[config.mk]
export PLATFORM = sky130hd
export DESIGN_NAME = cpu_irq_presenter
export DESIGN_NICKNAME = d
export VERILOG_FILES = /design/src/rtl/irqp_pkg.sv /design/src/rtl/irqp_cmd_eval.sv /design/src/rtl/irqp_req_eval.sv /design/src/rtl/cpu_irq_presenter.sv
export SDC_FILE = /design/constraint.sdc
export NUM_CORES = 1
export LEC_CHECK = 0
export BUFFER_PORTS_ARGS = -buffer_cell sky130_fd_sc_hd__buf_2
export CAP_MARGIN = 0
export CELL_PAD_IN_SITES_DETAIL_PLACEMENT = 1
export CELL_PAD_IN_SITES_GLOBAL_PLACEMENT = 2
export CORE_MARGIN = 10
export CORE_UTILIZATION = 31
export DETAILED_ROUTE_END_ITERATION = 7
export GPL_TIMING_DRIVEN = 0
export PLACE_DENSITY = 0.89
export SLEW_MARGIN = 20
export SYNTH_ARGS = -nofsm -noshare
export SYNTH_HDL_FRONTEND = slang
export SYNTH_SLANG_ARGS = --single-unit
[constraint.sdc]
create_clock -name clk -period 5.8 [get_ports clk]
set_input_delay 0.29 -clock clk [delete_from_list [all_inputs] [get_ports clk]]
set_output_delay 0.29 -clock clk [all_outputs]
set_load 0.05 [all_outputs]
[src/rtl/irqp_pkg.sv]
package irqp_pkg;

    localparam int SRC_W  = 24;
    localparam int PRIO_W = 8;
    localparam int WORD_W = SRC_W + PRIO_W;

    typedef logic [SRC_W-1:0]  src_t;
    typedef logic [PRIO_W-1:0] prio_t;
    typedef logic [WORD_W-1:0] word_t;

    localparam prio_t PRIO_MASKED = '1;
    localparam src_t  SRC_NONE    = '0;

    typedef enum logic [2:0] {
        OP_NONE     = 3'd0,
        OP_SET_CUR  = 3'd1,
        OP_SET_IPI  = 3'd2,
        OP_ACCEPT   = 3'd3,
        OP_EOI      = 3'd4,
        OP_POLL     = 3'd5
    } op_e;

    // Architectural state of one presentation unit
    typedef struct packed {
        prio_t cur;    // current processor priority
        src_t  src;    // latched source number, zero when idle
        prio_t pend;   // priority of the latched request
        prio_t ipi;    // inter-processor request priority
        logic  owned;  // latched request came from a source
        logic  irq;    // line to the processor
    } pres_t;

    typedef struct packed {
        logic valid;
        src_t src;
    } note_t;

    typedef struct packed {
        pres_t st;
        note_t ev;
    } step_t;

    localparam pres_t PRES_RESET = '{
        cur:   '0,
        src:   SRC_NONE,
        pend:  PRIO_MASKED,
        ipi:   PRIO_MASKED,
        owned: 1'b0,
        irq:   1'b0
    };

    // IPI check: latch the IPI unless something at least as favoured waits
    function automatic step_t ipi_check(pres_t s, src_t ipi_id);
        step_t r;
        r.st = s;
        r.ev = '0;
        if (!((s.src != SRC_NONE) && (s.pend <= s.ipi))) begin
            if ((s.src != SRC_NONE) && s.owned) begin
                r.ev.valid = 1'b1;
                r.ev.src   = s.src;
            end
            r.st.src   = ipi_id;
            r.st.pend  = s.ipi;
            r.st.owned = 1'b0;
            r.st.irq   = 1'b1;
        end
        return r;
    endfunction

    // Resend: IPI check when its priority beats the current priority
    function automatic step_t resend_step(pres_t s, src_t ipi_id);
        step_t r;
        r.st = s;
        r.ev = '0;
        if (s.ipi < s.cur) begin
            r = ipi_check(s, ipi_id);
        end
        return r;
    endfunction

endpackage

[src/rtl/irqp_cmd_eval.sv]
module irqp_cmd_eval
    import irqp_pkg::*;
(
    input  pres_t             st_i,
    input  src_t              ipi_src_i,
    input  logic              cmd_valid_i,
    input  logic [2:0]        cmd_op_i,
    input  logic [WORD_W-1:0] cmd_data_i,
    output pres_t             st_o,
    output note_t             evict_o,
    output note_t             eoi_o,
    output logic              resend_o,
    output logic              rsp_o
);

    prio_t new_prio;
    step_t t;

    assign new_prio = cmd_data_i[PRIO_W-1:0];

    always_comb begin
        st_o     = st_i;
        evict_o  = '0;
        eoi_o    = '0;
        resend_o = 1'b0;
        rsp_o    = 1'b0;
        t        = '0;
        if (cmd_valid_i) begin
            case (op_e'(cmd_op_i))
                OP_SET_CUR: begin
                    st_o.cur = new_prio;
                    if (new_prio < st_i.cur) begin
                        if ((st_i.src != SRC_NONE) && (new_prio <= st_i.pend)) begin
                            st_o.src   = SRC_NONE;
                            st_o.pend  = PRIO_MASKED;
                            st_o.irq   = 1'b0;
                            st_o.owned = 1'b0;
                            if (st_i.owned) begin
                                evict_o.valid = 1'b1;
                                evict_o.src   = st_i.src;
                            end
                        end
                    end else if (st_i.src == SRC_NONE) begin
                        t        = resend_step(st_o, ipi_src_i);
                        st_o     = t.st;
                        evict_o  = t.ev;
                        resend_o = 1'b1;
                    end
                end
                OP_SET_IPI: begin
                    st_o.ipi = new_prio;
                    if (new_prio < st_i.cur) begin
                        t       = ipi_check(st_o, ipi_src_i);
                        st_o    = t.st;
                        evict_o = t.ev;
                    end
                end
                OP_ACCEPT: begin
                    rsp_o      = 1'b1;
                    st_o.cur   = st_i.pend;
                    st_o.src   = SRC_NONE;
                    st_o.pend  = PRIO_MASKED;
                    st_o.owned = 1'b0;
                    st_o.irq   = 1'b0;
                end
                OP_EOI: begin
                    st_o.cur    = cmd_data_i[WORD_W-1:SRC_W];
                    eoi_o.valid = 1'b1;
                    eoi_o.src   = cmd_data_i[SRC_W-1:0];
                    if (st_i.src == SRC_NONE) begin
                        t        = resend_step(st_o, ipi_src_i);
                        st_o     = t.st;
                        evict_o  = t.ev;
                        resend_o = 1'b1;
                    end
                end
                OP_POLL: rsp_o = 1'b1;
                default: ;
            endcase
        end
    end

endmodule

[src/rtl/irqp_req_eval.sv]
module irqp_req_eval
    import irqp_pkg::*;
(
    input  pres_t st_i,
    input  logic  req_valid_i,
    input  src_t  req_src_i,
    input  prio_t req_prio_i,
    output pres_t st_o,
    output note_t bounce_o,
    output note_t evict_o
);

    logic refuse;

    assign refuse = (req_prio_i >= st_i.cur) ||
                    ((st_i.src != SRC_NONE) && (st_i.pend <= req_prio_i));

    always_comb begin
        st_o     = st_i;
        bounce_o = '0;
        evict_o  = '0;
        if (req_valid_i) begin
            if (refuse) begin
                bounce_o.valid = 1'b1;
                bounce_o.src   = req_src_i;
            end else begin
                if ((st_i.src != SRC_NONE) && st_i.owned) begin
                    evict_o.valid = 1'b1;
                    evict_o.src   = st_i.src;
                end
                st_o.src   = req_src_i;
                st_o.pend  = req_prio_i;
                st_o.owned = 1'b1;
                st_o.irq   = 1'b1;
            end
        end
    end

endmodule

[src/rtl/cpu_irq_presenter.sv]
module cpu_irq_presenter
    import irqp_pkg::*;
#(
    parameter int unsigned IPI_SRC_ID = 2
) (
    input  logic              clk,
    input  logic              rst,
    input  logic              req_valid,
    input  logic [SRC_W-1:0]  req_src,
    input  logic [PRIO_W-1:0] req_prio,
    input  logic              cmd_valid,
    input  logic [2:0]        cmd_op,
    input  logic [WORD_W-1:0] cmd_data,
    output logic              irq_out,
    output logic              bounce_valid,
    output logic [SRC_W-1:0]  bounce_src,
    output logic              evict_valid,
    output logic [SRC_W-1:0]  evict_src,
    output logic              eoi_valid,
    output logic [SRC_W-1:0]  eoi_src,
    output logic              resend_pulse,
    output logic              rsp_valid,
    output logic [WORD_W-1:0] rsp_word,
    output logic [PRIO_W-1:0] rsp_ipi
);

    localparam src_t IPI_SRC = src_t'(IPI_SRC_ID);

    pres_t st_q, st_cmd, st_req;
    note_t cmd_evict, req_evict, req_bounce, cmd_eoi;
    logic  cmd_resend, cmd_rsp;
    note_t bounce_q, evict_q, eoi_q;
    logic  resend_q, rsp_valid_q;
    word_t rsp_word_q;
    prio_t rsp_ipi_q;

    // Views of the held state for the bound checker
    prio_t cur_view, ipi_view;
    src_t  src_view;
    logic  cmd_ev_view, req_ev_view;

    irqp_cmd_eval u_cmd (
        .st_i        (st_q),
        .ipi_src_i   (IPI_SRC),
        .cmd_valid_i (cmd_valid),
        .cmd_op_i    (cmd_op),
        .cmd_data_i  (cmd_data),
        .st_o        (st_cmd),
        .evict_o     (cmd_evict),
        .eoi_o       (cmd_eoi),
        .resend_o    (cmd_resend),
        .rsp_o       (cmd_rsp)
    );

    // Request is judged against the state the command leaves
    irqp_req_eval u_req (
        .st_i        (st_cmd),
        .req_valid_i (req_valid),
        .req_src_i   (req_src),
        .req_prio_i  (req_prio),
        .st_o        (st_req),
        .bounce_o    (req_bounce),
        .evict_o     (req_evict)
    );

    always_ff @(posedge clk) begin
        if (rst) begin
            st_q        <= PRES_RESET;
            bounce_q    <= '0;
            evict_q     <= '0;
            eoi_q       <= '0;
            resend_q    <= 1'b0;
            rsp_valid_q <= 1'b0;
            rsp_word_q  <= '0;
            rsp_ipi_q   <= PRIO_MASKED;
        end else begin
            st_q        <= st_req;
            bounce_q    <= req_bounce;
            evict_q     <= cmd_evict.valid ? cmd_evict : req_evict;
            eoi_q       <= cmd_eoi;
            resend_q    <= cmd_resend;
            rsp_valid_q <= cmd_rsp;
            if (cmd_rsp) begin
                rsp_word_q <= {st_q.cur, st_q.src};
                rsp_ipi_q  <= st_q.ipi;
            end
        end
    end

    assign irq_out      = st_q.irq;
    assign bounce_valid = bounce_q.valid;
    assign bounce_src   = bounce_q.src;
    assign evict_valid  = evict_q.valid;
    assign evict_src    = evict_q.src;
    assign eoi_valid    = eoi_q.valid;
    assign eoi_src      = eoi_q.src;
    assign resend_pulse = resend_q;
    assign rsp_valid    = rsp_valid_q;
    assign rsp_word     = rsp_word_q;
    assign rsp_ipi      = rsp_ipi_q;

    assign cur_view    = st_q.cur;
    assign ipi_view    = st_q.ipi;
    assign src_view    = st_q.src;
    assign cmd_ev_view = cmd_evict.valid;
    assign req_ev_view = req_evict.valid;

endmodule

Yosys cells after proc, flatten, opt, wreduce, memory -nomap -nowiden
Index checks and enable logic that the tools add are counted.

operators by class
  magnitude comparators = 8
  eq/ne operators = 5
  mux-type cells = 42
  reduce and logical (&&, ||, !) cells = 16
  bitwise gates (word level) = 5

operators with widths
  operator                                        number
  2-to-1 mux 25 bit                               14
  2-to-1 mux 32 bit                               6
  case mux 40 bit (4 select lines)                1
  2-to-1 mux 67 bit                               2
  2-to-1 mux 42 bit                               3
  case mux 25 bit (3 select lines)                1
  2-to-1 mux 27 bit                               2
  2-to-1 mux 50 bit                               1
  nonzero test 24 bit                             2
  <= comparator 8 bit                             4
  zero test 24 bit                                1
  < comparator 8 bit                              3
  case mux 8 bit (3 select lines)                 1
  greater-or-equal comparator 8 bit               1
  2-to-1 mux 2 bit                                4
  2-to-1 mux 8 bit                                1
  case mux 2 bit (4 select lines)                 1
  == test 3 x 2 -> 1 bit (second input constant)  2
  == test 3 bit (second input constant)           2
  logical AND 1 bit                               6
  OR reduction 2 bit                              3
  OR reduction 3 bit                              2
  NOT 1 bit                                       5
  2-to-1 mux 1 bit                                4
  4 further kinds                                 4

word-level totals
  output and inout bits = 118
  register bits after elaboration = 167
  word-level logic and storage cells = 92
  input port bits = 71

Depth between registers and ports, before layout
  depth in word-level cells = 15
  gate-level depth with buffers = 23
  depth with buffers taken out = 20

By module
A second synthesis with hierarchy kept.

second synthesis, totals
  cell total of the unflattened synthesis = 1,071
  area, all modules = 9,527.9 um2

by module, submodules not included
  module             area each (um2)  sequential area each (um2)  times used  cells each
  cpu_irq_presenter  5,079.9          3,343.2                     1           427
  irqp_cmd_eval      2,977.9          0.0                         1           439
  irqp_req_eval      1,470.2          0.0                         1           205

Worst setup path after synthesis
OpenSTA, ideal clock, no wires.

  kind = register -> register
  start = register st_q, in the netlist cur_view[5]
  end = register st_q, in the netlist src_view[16]
  library setup time = 101 ps
  slack = 1,340 ps
  arrival time = 4,359 ps
  clock period less this slack = 4,460 ps
  data required time = 5,699 ps
  cell stages (with the launch flop) = 21
  path buffers = 1
  cell sequence = dfxtp_1 > inv_1 > ha_1 > nand2_1 > or3_1 > o221ai_1 > nand2_1 > nor4_1 > nor3_1 > o221ai_1 > a21boi_0 > ha_1 > a21o_1 > a21oi_1 > a22o_1 > a31oi_1 > or2_2 > o2111ai_2 > nor2_4 > buf_6 > o41ai_1

on the way
  cells in the longest elaborated chain, start to end = 9
  elaborated cells on any way between the ends = 12
  classes of those cells = order compare (3); mux (6); reduce/logical (3)

ends and longest elaborated chain
  what                                                        RTL line                                  source
  start, declared                                             cpu_irq_presenter.sv:29                   pres_t st_q, st_cmd, st_req;
  start signal, assigned                                      cpu_irq_presenter.sv:77                   st_q <= st_req;
  < comparator 8 bit                                          irqp_cmd_eval.sv:32, irqp_cmd_eval.sv:52
  2-to-1 mux 42 bit or 2-to-1 mux 32 bit (tied branches)      irqp_cmd_eval.sv:52, irqp_cmd_eval.sv:32
  case mux 40 bit (4 select lines)                            irqp_cmd_eval.sv:29                       case (op_e'(cmd_op_i))
  2-to-1 mux 50 bit *                                         irqp_cmd_eval.sv:28                       if (cmd_valid_i) begin
  <= comparator 8 bit or nonzero test 24 bit (tied branches)  irqp_req_eval.sv:16                       ((st_i.src != SRC_NONE) && (st_i.pend <= req_prio_i));
  logical AND 1 bit                                           irqp_req_eval.sv:16
  logical OR 1 bit                                            irqp_req_eval.sv:15                       assign refuse = (req_prio_i >= st_i.cur) ||
  2-to-1 mux 32 bit                                           irqp_req_eval.sv:23                       if (refuse) begin
  2-to-1 mux 32 bit *                                         irqp_req_eval.sv:22                       if (req_valid_i) begin

Every way passes the cells marked *; elsewhere a longest branch is shown, timed or not.
A chain may end at the register's enable or synchronous reset.

Worst setup path after layout
  start = register st_q, in the netlist src_view[0]
  end = register bounce_q, in the netlist bounce_src[4]

on the way
  cells in the longest elaborated chain, start to end = 13
  elaborated cells on any way between the ends = 22
  classes of those cells = order compare (1); mux (11); bitwise (1); reduce/logical (9)

ends and longest elaborated chain
  what                                                        RTL line                             source
  nonzero test 24 bit                                         irqp_pkg.sv:57, irqp_cmd_eval.sv:33
  logical AND 1 bit                                           irqp_pkg.sv:57                       if (!((s.src != SRC_NONE) && (s.pend <= s.ipi))) begin
  2-to-1 mux 32 bit                                           irqp_pkg.sv:57
  2-to-1 mux 67 bit                                           irqp_pkg.sv:75                       if (s.ipi < s.cur) begin
  2-to-1 mux 42 bit                                           irqp_cmd_eval.sv:43                  end else if (st_i.src == SRC_NONE) begin
  2-to-1 mux 32 bit                                           irqp_cmd_eval.sv:32                  if (new_prio < st_i.cur) begin
  case mux 40 bit (4 select lines)                            irqp_cmd_eval.sv:29
  2-to-1 mux 50 bit *                                         irqp_cmd_eval.sv:28
  <= comparator 8 bit or nonzero test 24 bit (tied branches)  irqp_req_eval.sv:16
  logical AND 1 bit *                                         irqp_req_eval.sv:16
  logical OR 1 bit *                                          irqp_req_eval.sv:15
  NOT 1 bit (no source line) *                                n/a
  OR reduction 3 bit (no source line) *                       n/a
  end signal, assigned                                        cpu_irq_presenter.sv:78              bounce_q <= req_bounce;
  end, declared                                               cpu_irq_presenter.sv:32              note_t bounce_q, evict_q, eoi_q;

Every way passes the cells marked *; elsewhere a longest branch is shown, timed or not. The select of a mux whose other input is x is not followed.

==> impl_metrics.json <==
{
  "outcome": "completed",
  "wl_per_cell_um": 19.3,
  "cts_tree": "done",
  "clock_sinks": 167,
  "clk_path_buf_depth": 2,
  "synth_top_cell_by_area": "dfxtp_1",
  "drc": 0,
  "viasPerCell": 4.98,
  "synthSimpleGateAreaFrac_pct": 23.9,
  "leakage_nw": 4.22,
  "final-setup-viol-count": 0,
  "fin_crit_sh_pct": 93.2,
  "vdd_drop_max_v": 0.000177,
  "grt_max_degree": 20,
  "synth-main-ff-cell": "dfxtp_1",
  "die_area_mm2": 0.0310,
  "grt-ovfl-total": 0,
  "path_clk_slew_ns": 0.07,
  "final_layout_size_suffix_gt1_share_pct": 23.0,
  "hp-start": "cmd_data[23]",
  "finClkSkew_ns": 0.0157,
  "nets": 1192,
  "synth_common_cells": "dfxtp_1 (167), nand2_1 (130), inv_1 (70), and2_1 (65), a21oi_1 (55)",
  "area_growth_pct": 26.1,
  "ios": 189,
  "num_vias": 7030,
  "hold_path_class": "primary input to register",
  "min_period_ns": 5.41,
  "final-max-slew-violation-count": 0,
  "max_freq_ghz": 0.185,
  "worst-setup-path-type": "register to register",
  "antenna_found_initial": 1,
  "synth_edf_count": 0,
  "dp_hpwl_um": 21600,
  "synth-seq-cells": 167,
  "gp_congestion": 0.898,
  "synthCells": 872,
  "r2r_start": "src_view[0]",
  "muxShareOfSynthArea_pct": 0,
  "tightest_slew_ns": 0.896,
  "grt_pass1_vias": 7369,
  "die_x_um": 176,
  "crit_start": "src_view[0]",
  "grt_pass1_wl_um": 42400,
  "grt_use_total_pct": 17.4,
  "synth_top_family_by_area": "simple AND/OR/NAND/NOR gates",
  "seq_area_frac_synth_pct": 44.4,
  "rows": 57,
  "initial_core_util_pct": 31.3,
  "synth-compound-area-share_pct": 17.3,
  "drt-total-wl_um": 27300,
  "ys_types": 58,
  "hold_buffers": 0,
  "rrSetupSlack_ns": 0.39,
  "fillers": 2952,
  "synthXorXnorAreaFrac_pct": 0.116,
  "h-tree-depth": 4,
  "syn_avg_cell_area_um2": 8.64,
  "powerDensity_mw_per_mm2": 324,
  "final-instance-count-excl-fill": 1413,
  "relSlewSlack_pct": 39.8,
  "coreArea_mm2": 0.0241,
  "synthAdderAreaFrac_pct": 7.47,
  "timing_hold_violations_final": 0,
  "start_kind": "register",
  "pre_cts_slack_ns": -0.0249,
  "die_height_um": 176,
  "dp_cells": 1380,
  "yosysWarnings": 0,
  "synth.top_cell.area_share_pct": 44.4,
  "clock-root-buffer": "clkbuf_16",
  "cp.arrival_ns": 5.77,
  "required_ns": 6.17,
  "async_flop_share_pct": 0,
  "antenna_left": 0,
  "cp-end-kind": "register",
  "fin_ws_ns": 0.394,
  "diodes": 0,
  "worstSkewPairLatency_ns": 0.43,
  "cp_max_fo": 10,
  "io_buffers": 183,
  "yosysMostFrequentCell": "dfxtp_1",
  "synth_area_mm2": 0.00754,
  "rsz0062_at_grt": "false",
  "syn-num-nets": 988,
  "cap_violations": 0,
  "synthTopCellsByArea": "dfxtp_1 (44%), ha_1 (7.5%), nand2_1 (6.5%), and2_1 (5.4%), a21oi_1 (3.7%)",
  "numCtsBuffers": 17,
  "drt-initial-drc-count": 388,
  "power_mw": 3.08,
  "drt-pass1-iter-count": 4
}
[cell families (layout without fill, tap and decap cells)]
family / after synthesis / after routing
AND/OR/NAND/NOR: 340 / 340
AO/OA/AOI/OAI: 195 / 195
flip-flops: 167 / 167
buffers and inverters: 124 / 341
adder cells (fa/ha/maj): 45 / 45
XOR/XNOR: 1 / 1
[registers in the layout, indices dropped and copies added, names as in the netlist]
| register | flops |
|---|---|
| irq_out | 1 |
| cur_view | 8 |
| rsp_word | 32 |
| rsp_ipi | 8 |
| rsp_valid | 1 |
| ipi_view | 8 |
| evict_valid | 1 |
| bounce_src | 24 |
| bounce_valid | 1 |
| resend_pulse | 1 |
| st_q | 9 |
| evict_src | 24 |
| src_view | 24 |
| eoi_src | 24 |
| eoi_valid | 1 |
[critical path, stage by stage (launching register included)]
cell and delay, ns:
dfxtp_1 0.36, nor4_1 0.40, nand4_1 0.25, or3_1 0.40, buf_2 0.19, nor4_2 0.43, buf_2 0.28, nor3_1 0.07
o221ai_1 0.16, a21boi_1 0.30, ha_1 0.31, a21o_1 0.18, a21oi_1 0.25, a22o_1 0.20, a31oi_2 0.07, or2_2 0.32
o2111a_1 0.24, buf_6 0.14, nor3_4 0.32, buf_2 0.26, and2_1 0.17
[stage by stage]
stage               TNS [ns]  hold WS, ns  utilization (%)  area, um^2
CTS                        0       0.0400             39.3        9480
global route               0       0.0488             39.4        9510
detailed placement    -0.179        0.445             36.8        8880
floorplan                  0        0.412                -        7540
global placement      -17.19        0.441             36.7        8860
finish                     0       0.0550             39.4        9510
[timing repair]
action                                  CTS  global route
gates resized for setup                   1             3
endpoints found under the setup margin   21            59
setup buffers                             0             1
pin swaps                                 0             1
[layer usage]
layer,vias to the layer above,GRT usage [%],share of wire (%)
met5,-,0,0.044
met4,2,4.06,1.0
met3,19,4.27,5.9
met2,170,30.5,50
met1,3386,20.9,43
li1,3453,-,-
[report_power, final]
group | leakage, nW | switching (mW) | internal [mW]
combinational | 2.58 | 0.451 | 0.220
clock | 0.287 | 0.563 | 0.583
sequential | 1.36 | 0.0536 | 1.21
[final cells by class]
| type | count | area, um^2 | area share [%] |
|---|---|---|---|
| multi-input cells | 581 | 3710 | 39.1 |
| flip-flops and latches | 167 | 3340 | 35.2 |
| repair buffers | 185 | 928 | 9.76 |
| clock buffers | 17 | 425 | 4.47 |
| well taps | 324 | 405 | 4.26 |
| inverters | 71 | 267 | 2.80 |
| plain buffers | 53 | 249 | 2.62 |
| clock inverters | 15 | 176 | 1.86 |
[layout by cell type (no fill, tap or decap), drive strengths merged, types with 3 or more instances in the layout]
cell / n
a31oi: 9
nor2: 31
nand2: 131
o21ai: 41
clkinv: 6
nor3: 29
a21oi: 56
nand4: 7
and2: 65
dfxtp: 167
nand3b: 16
nand2b: 7
nor2b: 9
o221ai: 9
and3: 3
nand4b: 23
nand3: 4
inv: 78
a211oi: 8
o211ai: 3
clkbuf: 56
nor4: 6
a211o: 9
ha: 45
nor3b: 3
o41ai: 22
a22oi: 15
a21boi: 7
buf: 199
[path summary, 6_finish.rpt]
check | endpoint | depth (start not counted)
hold / removal | eoi_src[23] | 2
setup reg to reg | bounce_src[4] | 20
setup / recovery | bounce_src[4] | 20
hold reg to reg | rsp_word[0] | 2
Power figures use the tool's default switching activity.
